==> config.mk <==
export PLATFORM = sky130hd
export DESIGN_NAME = adc_slew_lpf
export DESIGN_NICKNAME = d
export VERILOG_FILES = /design/src/rtl/adc_slew_lpf_pkg.sv /design/src/rtl/adc_slew_cfg_dec.sv /design/src/rtl/adc_slew_clamp.sv /design/src/rtl/adc_slew_lpf_stage.sv /design/src/rtl/adc_slew_lpf.sv
export SDC_FILE = /design/constraint.sdc
export NUM_CORES = 1
export LEC_CHECK = 0
export ABC_CLOCK_PERIOD_IN_PS = 1400
export CORE_ASPECT_RATIO = 1.4
export CORE_MARGIN = 1.5
export CORE_UTILIZATION = 40
export DETAILED_ROUTE_END_ITERATION = 6
export SLEW_MARGIN = 20
export SYNTH_ARGS = -nofsm -noshare
export SYNTH_HDL_FRONTEND = slang
export SYNTH_HIERARCHICAL = 1
export SYNTH_SLANG_ARGS = --single-unit
==> constraint.sdc <==
create_clock -name clk -period 1.4 [get_ports clk]
set_input_delay 0.28 -clock clk [delete_from_list [all_inputs] [get_ports clk]]
set_output_delay 0.28 -clock clk [all_outputs]
set_load 0.02 [all_outputs]
==> src/rtl/adc_slew_lpf_pkg.sv <==
package adc_slew_lpf_pkg;
  localparam int unsigned LVL_W  = 3;
  localparam int unsigned RAMP_W = 3;

  typedef struct packed {
    logic [RAMP_W-1:0] ramp;
    logic [LVL_W-1:0]  lvl;
  } cfg_t;
endpackage

==> src/rtl/adc_slew_cfg_dec.sv <==
module adc_slew_cfg_dec
  import adc_slew_lpf_pkg::*;
#(
  parameter int unsigned CFG_W    = 8,
  parameter int unsigned LVL_LSB  = 0,
  parameter int unsigned RAMP_LSB = 4
) (
  input  logic [CFG_W-1:0] cfg_raw,
  output cfg_t             cfg_dec
);
  // Only the two fields are extracted; unused bits never reach state.
  always_comb begin
    cfg_dec.lvl  = cfg_raw[LVL_LSB  +: LVL_W];
    cfg_dec.ramp = cfg_raw[RAMP_LSB +: RAMP_W];
  end
endmodule

==> src/rtl/adc_slew_clamp.sv <==
module adc_slew_clamp
  import adc_slew_lpf_pkg::*;
#(
  parameter int unsigned DW = 16
) (
  input  logic              en,
  input  logic [RAMP_W-1:0] sel,
  input  logic signed [DW-1:0] x,
  input  logic signed [DW-1:0] trk,
  output logic signed [DW-1:0] r
);
  localparam logic [DW-1:0] FULL = {1'b0, {(DW-1){1'b1}}};

  logic signed [DW:0] diff;
  logic signed [DW:0] lim;
  logic signed [DW:0] trk_x;
  logic signed [DW:0] up;
  logic signed [DW:0] dn;

  always_comb begin
    trk_x = {trk[DW-1], trk};
    diff  = {x[DW-1], x} - trk_x;
    lim   = {1'b0, FULL >> sel};
    up    = trk_x + lim;
    dn    = trk_x - lim;
    r     = x;
    if (en) begin
      if (diff > lim)       r = up[DW-1:0];
      else if (diff < -lim) r = dn[DW-1:0];
    end
  end
endmodule

==> src/rtl/adc_slew_lpf_stage.sv <==
module adc_slew_lpf_stage
  import adc_slew_lpf_pkg::*;
#(
  parameter int unsigned DW = 16
) (
  input  logic [LVL_W-1:0]     lvl,
  input  logic signed [DW-1:0] x,
  input  logic signed [DW-1:0] y,
  output logic signed [DW-1:0] y_nxt
);
  localparam int unsigned NLVL = 1 << LVL_W;

  logic signed [DW:0] err;
  logic signed [DW:0] shifted [NLVL];
  logic signed [DW:0] sum;

  assign err = {x[DW-1], x} - {y[DW-1], y};

  // One arithmetic-shift candidate per level; the level picks one.
  for (genvar l = 0; l < NLVL; l++) begin : g_shift
    assign shifted[l] = err >>> l;
  end

  always_comb begin
    sum   = {y[DW-1], y} + shifted[lvl];
    y_nxt = sum[DW-1:0];
  end
endmodule

==> src/rtl/adc_slew_lpf.sv <==
module adc_slew_lpf
  import adc_slew_lpf_pkg::*;
#(
  parameter int unsigned DW       = 16,
  parameter int unsigned CFG_W    = 8,
  parameter int unsigned LVL_LSB  = 0,
  parameter int unsigned RAMP_LSB = 4
) (
  input  logic                 clk,
  input  logic                 rst_n,
  input  logic                 smp_vld,
  input  logic signed [DW-1:0] smp_data,
  input  logic [CFG_W-1:0]     cfg,
  output logic                 out_vld,
  output logic signed [DW-1:0] out_data
);
  // Reset: asserted asynchronously, released after two clocks.
  logic [1:0] rst_pipe;
  logic       rst_sync_n;

  always_ff @(posedge clk or negedge rst_n) begin
    if (!rst_n) rst_pipe <= '0;
    else        rst_pipe <= {rst_pipe[0], 1'b1};
  end
  assign rst_sync_n = rst_pipe[1];

  cfg_t cfg_d;
  cfg_t cfg_q, cfg_n;
  logic primed_q, primed_n;
  logic signed [DW-1:0] trk_q, trk_n;
  logic signed [DW-1:0] filt_q, filt_n;
  logic signed [DW-1:0] out_q, out_n;
  logic vld_q;

  logic reload;
  logic bypass;
  logic clamp_en;
  logic signed [DW-1:0] clamped;
  logic signed [DW-1:0] smoothed;

  adc_slew_cfg_dec #(
    .CFG_W(CFG_W), .LVL_LSB(LVL_LSB), .RAMP_LSB(RAMP_LSB)
  ) u_dec (
    .cfg_raw (cfg),
    .cfg_dec (cfg_d)
  );

  adc_slew_clamp #(.DW(DW)) u_clamp (
    .en  (clamp_en),
    .sel (cfg_d.ramp),
    .x   (smp_data),
    .trk (trk_q),
    .r   (clamped)
  );

  adc_slew_lpf_stage #(.DW(DW)) u_lpf (
    .lvl   (cfg_d.lvl),
    .x     (clamped),
    .y     (filt_q),
    .y_nxt (smoothed)
  );

  always_comb begin
    reload   = !primed_q || (cfg_d != cfg_q);
    bypass   = (cfg_d.lvl == '0);
    clamp_en = !bypass && (cfg_d.ramp != '0);

    primed_n = 1'b1;
    cfg_n    = cfg_d;
    if (reload || bypass) begin
      trk_n  = smp_data;
      filt_n = smp_data;
      out_n  = smp_data;
    end else begin
      trk_n  = clamped;
      filt_n = smoothed;
      out_n  = smoothed;
    end
  end

  // State advances only on an accepted sample (explicit clock enable).
  always_ff @(posedge clk or negedge rst_sync_n) begin
    if (!rst_sync_n) begin
      primed_q <= 1'b0;
      cfg_q    <= '0;
      trk_q    <= '0;
      filt_q   <= '0;
      out_q    <= '0;
    end else if (smp_vld) begin
      primed_q <= primed_n;
      cfg_q    <= cfg_n;
      trk_q    <= trk_n;
      filt_q   <= filt_n;
      out_q    <= out_n;
    end
  end

  always_ff @(posedge clk or negedge rst_sync_n) begin
    if (!rst_sync_n) vld_q <= 1'b0;
    else             vld_q <= smp_vld;
  end

  assign out_vld  = vld_q;
  assign out_data = out_q;
endmodule

==> impl_results.md, run 1 <==
- Slowest-stage cell, CP: mux4_2
- Die H: 157 um
- First-pass GRT wire length: 37.4 mm
- Dpl hpwl: 18.8 mm
- Pint: 9.97 mW
- Sequential fraction of the synthesis area: 0.155
- Layout Cells excl Fill: 1386
- Ant diodes: 0
- Detailed Routing Iterations Pass 1: 5
- Max-slew violations: 0
- Area growth syn-to-layout: 57.3%
- Sequential power share: 0.080
- Power consumption: 17.6 mW
- Synth Area per Inst: 8.01 um^2
- Net Sw Frac: 0.434
- Vias in the first global route: 7820
- Detailed-route DRC error count: 0
- Vias: 7860
- Nets: 1294
- Fin crit period: 8.61 ns
- Die width: 113 um
- H-Tree Depth: 2
- Status: complete, but fails checks
- Final Util: 0.638
- Synth Warn #: 6
- Slowest stage delay, CP: 0.51 ns
- Post-DRT Antenna Nets: 0
- Switching power: 7.65 mW
- Fillcell total: 1448
- Multi-input gate area: 0.00596 mm^2
- Synthesized cell area: 0.00676 mm^2
- Total negative slack: -160.63 ns
- Skew final: 0.00572 ns
- I/O Buffers: 41
- Comb power frac: 0.851
- Distinct cell type count after synthesis: 90
- Yosys reg bits: 42
- Clock Latency Late Sink: 0.29 ns
- Main synth FF type: dfrtp_1
- Pwr Density: 1660 mW/mm^2
- CP endpoint kind: flip-flop
- Placed Cells: 1343
- Crit start category: flip-flop
- Vias per std cell: 5.67
- Hold Buf Count CTS: 0
- Net count after synthesis: 955
- Critical path class: reg2reg
- Die ar.: 0.0177 mm^2
- FMAX: 116 MHz
- Synth async-reset ratio: 1.00
- Max-cap violations: 0
- Share of layout cells above drive strength 1: 0.429
- Dpl cell area: 0.00976 mm^2
- Crit Path Max Fanout: 4
- Total Routing Usage GR: 0.263
- Clock share of power: 0.068
- Crit path DAT: 8.78 ns
- Syn Inst Count: 844
- Clock Tree Buf Depth: 2
- Worst vdd ir: 0.00116 V
- Final Wtd Congestion: 0.888
- DRT Wirelength: 24.1 mm
- Largest net degree at the start of global routing: 30
- Num rows: 56
- Required time of the critical path: 1.57 ns
- Avg WL per Cell: 17.4 um
- Final instance area: 0.0106 mm^2
- Initial core utilization: 0.405
- Failing checks: negative setup slack
- Fin. Hold Viols: 0
- Most frequent CP cell: ha_4
- Rel. slew slack: 0.666
- Place WS: -7.81 ns
- Final period util: 6.15
- Leak: 4.97 nW
- RSZ-0062 raised after global routing: true
- Clock Root Buffer: clkbuf_16
- Total gr overflow: 0
- Worst path bufs/invs: 3
- Iteration-0 DRC Markers: 438
- Initial antenna violation count: 0
- Clk sinks: 42
- Fin worst setup slack: -7.21 ns
- CORE AREA: 0.0167 mm^2
- CTS tree: done
- Slew @ Worst Pin: 0.495 ns
- Hold crit path type: in2async
- CTS Buf Count: 5
- # setup viols final: 32
- FF/Latch Area: 0.00105 mm^2
- Final Hold Slack: 0.153 ns
- I/O pins: 44
- Worst-path clk slew: 0.06 ns
- CP top delay family: compound AO/OA/AOI/OAI gates
- Post-synth EDFFs: 0
==> sequential cells by signal, summed over array words and instances (netlist names) <==
signal / cells
cfg_q: 6
filt_q: 16
out_vld: 1
primed_q: 1
rst_pipe: 2
trk_q: 16
==> placed cells by master (no fill, tap or decap), drive strengths merged, types with 12 or more instances in the layout <==
cell / instances
xnor2: 23
buf: 333
nor2b: 44
o21ai: 40
mux2i: 13
clkdlybuf4s50: 19
a221oi: 12
o21a: 14
a21o: 15
xor2: 17
nand2: 54
a21oi: 47
dfrtp: 42
a221o: 38
inv: 73
clkbuf: 17
nor3: 30
nand3: 14
o211ai: 13
ha: 81
nor2: 63
==> worst register-to-register path: cells and delay by family, from the launching register on <==
kind                     cells  cell delay (ns)
buffers and inverters        3             0.33
AND/OR/NAND/NOR              8             1.54
multiplexers                 1             0.51
adder cells (fa/ha/maj)      5             1.27
flip-flops                   1             0.35
AO/OA/AOI/OAI               21             4.27
XOR/XNOR                     2             0.22
==> metal layers <==
metal | global-route usage | up-vias | share of wire
met5 | 0 | - | 0
met4 | 0.108 | 0 | 0.039
met3 | 0.0151 | 72 | 0.026
met2 | 0.515 | 180 | 0.53
met1 | 0.293 | 3767 | 0.40
li1 | - | 3841 | -
==> cell usage after synthesis, types with 6 or more instances <==
master	n	area share
a21o_1	14	0.016
mux2_2	10	0.017
a211oi_1	7	0.0078
or2_2	7	0.0065
buf_2	6	0.0044
nand3_1	14	0.010
nor2_1	62	0.034
a221o_1	36	0.053
o21ai_0	29	0.021
dfrtp_1	42	0.16
o21a_1	14	0.016
nor2b_1	44	0.041
o21ai_1	11	0.0081
or3_1	7	0.0065
o211ai_1	13	0.014
ha_1	81	0.15
mux2i_1	13	0.019
o221ai_1	7	0.0091
inv_1	73	0.041
xor2_1	17	0.022
nand2_1	53	0.029
clkbuf_1	21	0.012
o22ai_1	7	0.0065
and3_1	6	0.0056
buf_4	9	0.010
nor3_1	30	0.022
xnor2_1	23	0.030
a21oi_1	46	0.034
a221oi_1	12	0.016
==> kinds of logic (layout without fill, tap and decap cells) <==
| group | Yosys count | count (layout) | share of synthesized area |
|---|---|---|---|
| AO/OA/AOI/OAI | 279 | 279 | 0.321 |
| XOR/XNOR | 40 | 40 | 0.0518 |
| adder cells (fa/ha/maj) | 84 | 84 | 0.159 |
| buffers and inverters | 118 | 456 | 0.0773 |
| flip-flops | 42 | 42 | 0.155 |
| multiplexers | 27 | 27 | 0.0476 |
| other | 1 | 1 | 0.000555 |
| AND/OR/NAND/NOR | 253 | 254 | 0.187 |
==> power groups by stage <==
stage / clock [mW] / sequential [mW] / combinational [mW]
2_1_floorplan: 0 / 1.56 / 7.60
3_3_place_gp: 0 / 1.44 / 12.6
3_5_place_dp: 0 / 1.44 / 12.7
4_1_cts: 1.23 / 1.42 / 13.6
5_1_grt: 1.27 / 1.43 / 16.2
6_report: 1.20 / 1.42 / 15.0
==> timing repair <==
action,4_1_cts,5_1_grt
gates resized for setup,85,68
setup endpoints to repair,49,42
buffers inserted,15,22
cloned,0,1
pin swaps,42,92
==> final timing paths <==
| kind | startpoint | end | slack (ns) | depth (start not counted) |
|---|---|---|---|---|
| worst max-delay path | trk_q[0] | filt_q[14] | -7.21 | 40 |
| worst min-delay path | rst_n | rst_pipe[0] | 0.15 | 1 |
| worst max register to register | trk_q[0] | filt_q[14] | -7.21 | 40 |
| worst min register to register | rst_pipe[1] | trk_q[5] | 0.16 | 0 |
| max in group asynchronous | rst_pipe[1] | filt_q[8] | 0.75 | 1 |
| min in group clk | rst_pipe[0] | rst_pipe[1] | 0.40 | 0 |
==> cell type report <==
| class | count | area share |
|---|---|---|
| Multi-Input combinational cell | 685 | 0.561 |
| Timing Repair Buffer | 374 | 0.277 |
| Sequential cell | 42 | 0.0989 |
| Inverter | 75 | 0.0265 |
| Tap cell | 203 | 0.0239 |
| Clock buffer | 7 | 0.0134 |
(Power assumes the default switching activity.)
==> run 2: changes to the inputs <==
Settings changed: CAP_MARGIN set to 10, DONT_BUFFER_PORTS set to 1, HOLD_SLACK_MARGIN set to 0.08.
==> impl_results.md, run 2 (synthesis gave the netlist of run 1 again) <==
- Status: complete, but fails checks
- Failing checks: negative setup slack
- I/O Buffers: 0 (-100%)
- Post-DRT Antenna Nets: 0 (unchanged)
- Worst-path clk slew: 0.07 ns (about the same)
- Switching power: 7.75 mW (+1.2%)
- # setup viols final: 32 (unchanged)
- Total Routing Usage GR: 0.262 (-0.000738)
- Layout Cells excl Fill: 1322 (-4.6%)
- Final Hold Slack: 0.0876 ns (-0.0653 ns)
- CORE AREA: 0.0167 mm^2 (unchanged)
- Biggest regs: filt_q x16, trk_q x16, cfg_q x6
- Skew final: 0.00483 ns (-0.000890 ns)
- Slowest stage delay, CP: 0.38 ns (-0.13 ns)
- Vias per std cell: 5.82 (+2.7%)
- Num rows: 56 (unchanged)
- Detailed-route DRC error count: 0 (unchanged)
- CTS Buf Count: 5 (unchanged)
- Clk sinks: 42 (unchanged)
- Most frequent CP cell: ha_4
- Place WS: -7.28 ns (+0.527 ns)
- Rel. slew slack: 0.567 (-0.0996)
- Nets: 1229 (-5.0%)
- RSZ-0062 raised after global routing: true
- Avg WL per Cell: 18.4 um (+5.8%)
- CTS tree: done
- Dpl cell area: 0.00920 mm^2 (-5.8%)
- Final period util: 6.24 (+0.0911)
- Fin. Hold Viols: 0 (unchanged)
- Crit Path Max Fanout: 3 (-1)
- Fin crit period: 8.74 ns (+0.128 ns)
- Die ar.: 0.0177 mm^2 (unchanged)
- Crit start category: flip-flop
- Total gr overflow: 0 (unchanged)
- Final Util: 0.615 (-0.0232)
- Slew @ Worst Pin: 0.642 ns (+0.146 ns)
- Net Sw Frac: 0.431 (-0.00337)
- First-pass GRT wire length: 37.3 mm (-0.29%)
- Max-slew violations: 0 (unchanged)
- Max-cap violations: 0 (unchanged)
- Required time of the critical path: 1.58 ns (about the same)
- Most frequent cells in the layout: 286 x buf_4, 69 x inv_1, 61 x ha_1, 53 x nor2_1, 52 x nand2_1
- Final Wtd Congestion: 0.908 (+2.2%)
- Pwr Density: 1750 mW/mm^2 (+5.9%)
- Area growth syn-to-layout: 51.6%
- Dpl hpwl: 18.2 mm (-3.1%)
- Initial antenna violation count: 0 (unchanged)
- Crit path DAT: 8.92 ns (+0.14 ns)
- FMAX: 114 MHz (-1.5%)
- Clock Tree Buf Depth: 2 (unchanged)
- I/O pins: 44 (unchanged)
- Share of layout cells above drive strength 1: 0.419 (-0.0103)
- Worst vdd ir: 0.00126 V (+8.4%)
- Comb power frac: 0.840 (-0.011)
- H-Tree Depth: 2 (unchanged)
- Most common cell after layout, fill and taps aside: buf_4
- Fillcell total: 1443 (-0.35%)
- CP endpoint kind: flip-flop
- Placed Cells: 1278 (-4.8%)
- Leak: 4.74 nW (-4.5%)
- Sequential power share: 0.079 (about the same)
- Iteration-0 DRC Markers: 462 (+5.5%)
- Critical path class: reg2reg
- Ant diodes: 0 (unchanged)
- Clock Root Buffer: clkbuf_16
- Final instance area: 0.0103 mm^2 (-3.6%)
- Clock share of power: 0.081 (+0.013)
- Vias in the first global route: 7720 (-1.3%)
- Vias: 7696 (-2.1%)
- Pint: 10.2 mW (+2.6%)
- Die width: 113 um (unchanged)
- Reg2reg setup slack: -7.34 ns (-0.13 ns)
- Hold crit path type: in2reg
- Initial core utilization: 0.405 (unchanged)
- Slowest-stage cell, CP: fa_2
- Power consumption: 18.0 mW (+2.0%)
- Largest net degree at the start of global routing: 44 (+47%)
- Fin worst setup slack: -7.34 ns (-0.128 ns)
- DRT Wirelength: 24.3 mm (+0.92%)
- Clock Latency Late Sink: 0.30 ns (about the same)
- Total negative slack: -165.04 ns (-4.42 ns)
- Detailed Routing Iterations Pass 1: 5 (unchanged)
- Die H: 157 um (unchanged)
[run 2: per-layer routing]
metal | vias up | GRT usage | part of all wire
met5 | - | 0 | 0
met4 | 0 | 0.124 | 0.035
met3 | 64 | 0.0178 | 0.032
met2 | 217 | 0.504 | 0.54
met1 | 3702 | 0.291 | 0.39
li1 | 3713 | - | -
[run 2: critical path, delay by kind of cell, from the launching register on]
family	cells	cell delay, ns
AOI/OAI and AO/OA	23	4.78
adders and majority gates	6	1.52
DFF	1	0.35
buffers and inverters	3	0.25
and+or+nand+nor	7	1.16
muxes	1	0.29
xor gates and xnor gates	2	0.25
[run 2: timing repair]
action | in CTS | in global routing
endpoints found under the hold margin | 3 | 0
endpoints found under the setup margin | 32 | 32
buffers inserted | 16 | 20
pin swaps | 52 | 61
gates cloned | 0 | 1
hold buffers | 2 | 0
resized for setup | 34 | 70
[run 2: final cells by class]
class	count	area, um^2	area share
flip-flops and latches	42	1050	0.103
clock inverters	1	30.0	0.00293
well taps	203	254	0.0248
multi-input cells	684	5990	0.585
repair buffers	310	2500	0.244
inverters	75	282	0.0275
clock buffers	7	143	0.0139
[run 2: worst paths after layout]
check                       startpoint          to  cells after the start
min in group asynchronous  rst_pipe[1]    trk_q[1]                      0
max in group asynchronous  rst_pipe[1]   trk_q[13]                      1
setup / recovery              trk_q[0]  filt_q[14]                     42
hold / removal                 smp_vld    cfg_q[0]                      1
hold reg to reg            rst_pipe[1]    trk_q[1]                      0
setup reg to reg              trk_q[0]  filt_q[14]                     42
[run 2: power by group through the flow]
stage / combinational [mW] / sequential [mW] / clock [mW]
floorplan: 7.60 / 1.56 / 0
global placement: 12.5 / 1.44 / 0
detailed placement: 12.6 / 1.44 / 0
CTS: 13.3 / 1.42 / 1.45
global route: 16.2 / 1.44 / 1.49
finish: 15.1 / 1.42 / 1.45
==> run 3: changes to the inputs <==
Settings changed: DONT_BUFFER_PORTS 1 to unset, SYNTH_HIERARCHICAL 1 to unset.
==> impl_results.md, run 3 <==
- Die width: 110 um (-3.0%)
- Worst vdd ir: 0.00154 V (+22%)
- Total gr overflow: 0 (unchanged)
- Rel. slew slack: 0.662 (+0.0954)
- Avg WL per Cell: 17.2 um (-6.8%)
- Post-DRT Antenna Nets: 0 (unchanged)
- Detailed Routing Iterations Pass 1: 4 (-1)
- FMAX: 125 MHz (+9.0%)
- Main synth FF type: dfrtp_1
- Largest net degree at the start of global routing: 41 (-6.8%)
- Status: complete, but fails checks
- Most frequent CP cell: a21oi_2
- Synthesized cell area: 0.00636 mm^2 (-6.0%)
- Clock share of power: 0.077 (-0.004)
- Max-slew violations: 0 (unchanged)
- Slowest stage delay, CP: 0.48 ns (+0.10 ns)
- Pint: 12.0 mW (+17%)
- CP endpoint kind: flip-flop
- Final period util: 5.73 (-0.515)
- Initial antenna violation count: 0 (unchanged)
- Reg2reg setup slack: -6.62 ns (+0.72 ns)
- Detailed-route DRC error count: 0 (unchanged)
- Worst r2r src: trk_q[0]
- Total Routing Usage GR: 0.284 (+0.0216)
- Hold crit path type: in2async
- Switching power: 9.29 mW (+20%)
- Clock Latency Late Sink: 0.30 ns (about the same)
- Commonest cells post-synth: 83 x ha_1, 79 x a21oi_1, 69 x nor2_1, 65 x inv_1, 62 x nand2_1
- Distinct cell type count after synthesis: 78 (-13%)
- Worst Reg-to-Reg Cells: 42 (unchanged)
- Slew @ Worst Pin: 0.503 ns (-0.139 ns)
- Hold Buf Count CTS: 0 (-2)
- Crit start category: flip-flop
- CTS tree: done
- Worst Setup SP: trk_q[0]
- Max-cap violations: 0 (unchanged)
- Net Sw Frac: 0.437 (+0.00625)
- Fin worst setup slack: -6.62 ns (+0.722 ns)
- Dpl cell area: 0.00927 mm^2 (+0.76%)
- Initial core utilization: 0.409 (+0.00356)
- Post-synth EDFFs: 0 (unchanged)
- Synth Area per Inst: 7.70 um^2 (-3.9%)
- I/O Buffers: 41 (+41)
- CTS Buf Count: 5 (unchanged)
- Fin. Hold Viols: 0 (unchanged)
- Synth async-reset ratio: 1.00 (unchanged)
- Comb power frac: 0.856 (+0.016)
- DRT Wirelength: 23.6 mm (-2.9%)
- CORE AREA: 0.0155 mm^2 (-6.8%)
- Most common cell after layout, fill and taps aside: buf_4
- Clock Tree Buf Depth: 2 (unchanged)
- Worst-path clk slew: 0.08 ns (about the same)
- Area leader, netlist: dfrtp_1
- Vias per std cell: 5.47 (-6.0%)
- Yosys reg bits: 42 (unchanged)
- RSZ-0062 raised after global routing: true
- Crit path DAT: 8.20 ns (-0.72 ns)
- Die ar.: 0.0167 mm^2 (-5.9%)
- Required time of the critical path: 1.59 ns (about the same)
- H-Tree Depth: 2 (unchanged)
- Slowest-stage cell, CP: mux4_2
- Synth Warn #: 0 (-6)
- Fin crit period: 8.02 ns (-0.722 ns)
- Area growth syn-to-layout: 64.7%
- Crit Path Max Fanout: 5 (+2)
- Dpl hpwl: 18.3 mm (+0.54%)
- Power consumption: 21.2 mW (+18%)
- Clock Root Buffer: clkbuf_16
- Iteration-0 DRC Markers: 315 (-32%)
- Clk sinks: 42 (unchanged)
- Leak: 5.01 nW (+5.6%)
- Share of layout cells above drive strength 1: 0.448 (+0.0288)
- Synth top area cells: dfrtp_1 17%, ha_1 16%, a21oi_1 6.2%, nor2_1 4.1%, mux2i_1 3.9%
- Critical path class: reg2reg
- Ant diodes: 0 (unchanged)
- Sequential fraction of the synthesis area: 0.165 (+0.00991)
- Vias in the first global route: 7961 (+3.1%)
- Die H: 152 um (-3.0%)
- # setup viols final: 32 (unchanged)
- Layout Cells excl Fill: 1377 (+4.2%)
- Net count after synthesis: 939 (-1.7%)
- Failing checks: negative setup slack
- Post-synth top area share: 0.165 (+0.00991)
- Most common cell in the synthesized netlist: ha_1
- Final Wtd Congestion: 0.919 (+1.3%)
- Final instance area: 0.0105 mm^2 (+2.1%)
- Skew final: 0.00977 ns (+0.00495 ns)
- Vias: 7532 (-2.1%)
- I/O pins: 44 (unchanged)
- Most frequent cells in the layout: 326 x buf_4, 68 x ha_1, 66 x nor2_1, 60 x inv_1, 58 x nand2_1
- First-pass GRT wire length: 37.3 mm (+0.17%)
- Syn Inst Count: 826 (-2.1%)
- Placed Cells: 1331 (+4.1%)
- Reg-to-Reg End: out_data[12]
- Nets: 1293 (+5.2%)
- Pwr Density: 2030 mW/mm^2 (+16%)
- Sequential power share: 0.068 (-0.011)
- Num rows: 54 (-3.6%)
-- run 3: changes by cell type after synthesis, moves of 12 or more --
cell,change
a21oi_1,+33
mux2i_1,+12
nor2b_1,-24
a221o_1,-36
o21ai_0,+19
nor3_1,-18
-- run 3: metrics by stage --
step            util  TNS [ns]  hold slack, ns  setup slack (ns)
3_5_place_dp   0.596   -158.82           0.256             -7.22
6_report       0.674   -143.10           0.133             -6.62
2_1_floorplan      -   -128.72         -0.0156             -6.28
4_1_cts        0.655   -139.86           0.134             -6.43
3_3_place_gp   0.596   -155.38           0.255             -7.02
5_1_grt        0.674   -153.24           0.143             -7.01
-- run 3: worst max-delay path, delay by kind of cell, from the launching register on --
family          cells  cell delay (ns)
xor+xnor            3             0.36
compound gates     20             3.17
fa+ha+maj           6             1.76
mux                 1             0.48
flops               1             0.36
buf+inv             3             0.18
simple gates        9             1.59
-- run 3: kinds of logic after synthesis --
logic type,count (synthesis),synth area share
AOI/OAI and AO/OA,273,0.287
xor gates and xnor gates,44,0.0606
adders and majority gates,86,0.173
buffers and inverters,98,0.0618
DFF,42,0.165
muxes,41,0.0695
other,1,0.000590
and+or+nand+nor,241,0.182
-- run 3: power groups by stage --
| stage | registers [mW] | clock network (mW) | logic [mW] |
|---|---|---|---|
| 5_1_grt | 1.45 | 1.67 | 19.6 |
| 4_1_cts | 1.44 | 1.64 | 16.7 |
| 6_report | 1.44 | 1.63 | 18.2 |
| 3_3_place_gp | 1.45 | 0 | 14.2 |
| 2_1_floorplan | 1.57 | 0 | 8.20 |
| 3_5_place_dp | 1.46 | 0 | 14.4 |
-- run 3: worst max-delay path by stage --
stage / end / slack [ns] / depth (start not counted)
2_1_floorplan: out_data[15] / -6.28 / 45
3_3_place_gp: out_data[15] / -7.02 / 44
3_5_place_dp: out_data[15] / -7.22 / 42
4_1_cts: out_data[12] / -6.43 / 42
5_1_grt: out_data[12] / -7.01 / 43
6_report: out_data[12] / -6.62 / 42
-- run 3: repair_timing --
action | in CTS | in global routing
pin swaps | 94 | 36
resized for setup | 149 | 68
setup buffers | 33 | 10
setup endpoints to repair | 49 | 43
-- run 3: cell type report --
| class | count | area, um^2 |
|---|---|---|
| multi-input cells | 686 | 5790 |
| well taps | 196 | 245 |
| clock buffers | 5 | 125 |
| flip-flops and latches | 42 | 1050 |
| clock inverters | 3 | 68.8 |
| repair buffers | 378 | 2940 |
| inverters | 67 | 251 |
| fillers | 1302 | 5070 |
-- run 3: metal layers --
metal	up-vias	GRT usage	wire length [um]
li1	3707	-	-
met1	3594	0.310	9210
met2	159	0.538	13000
met3	72	0.0184	506
met4	0	0.132	918
met5	-	0	0
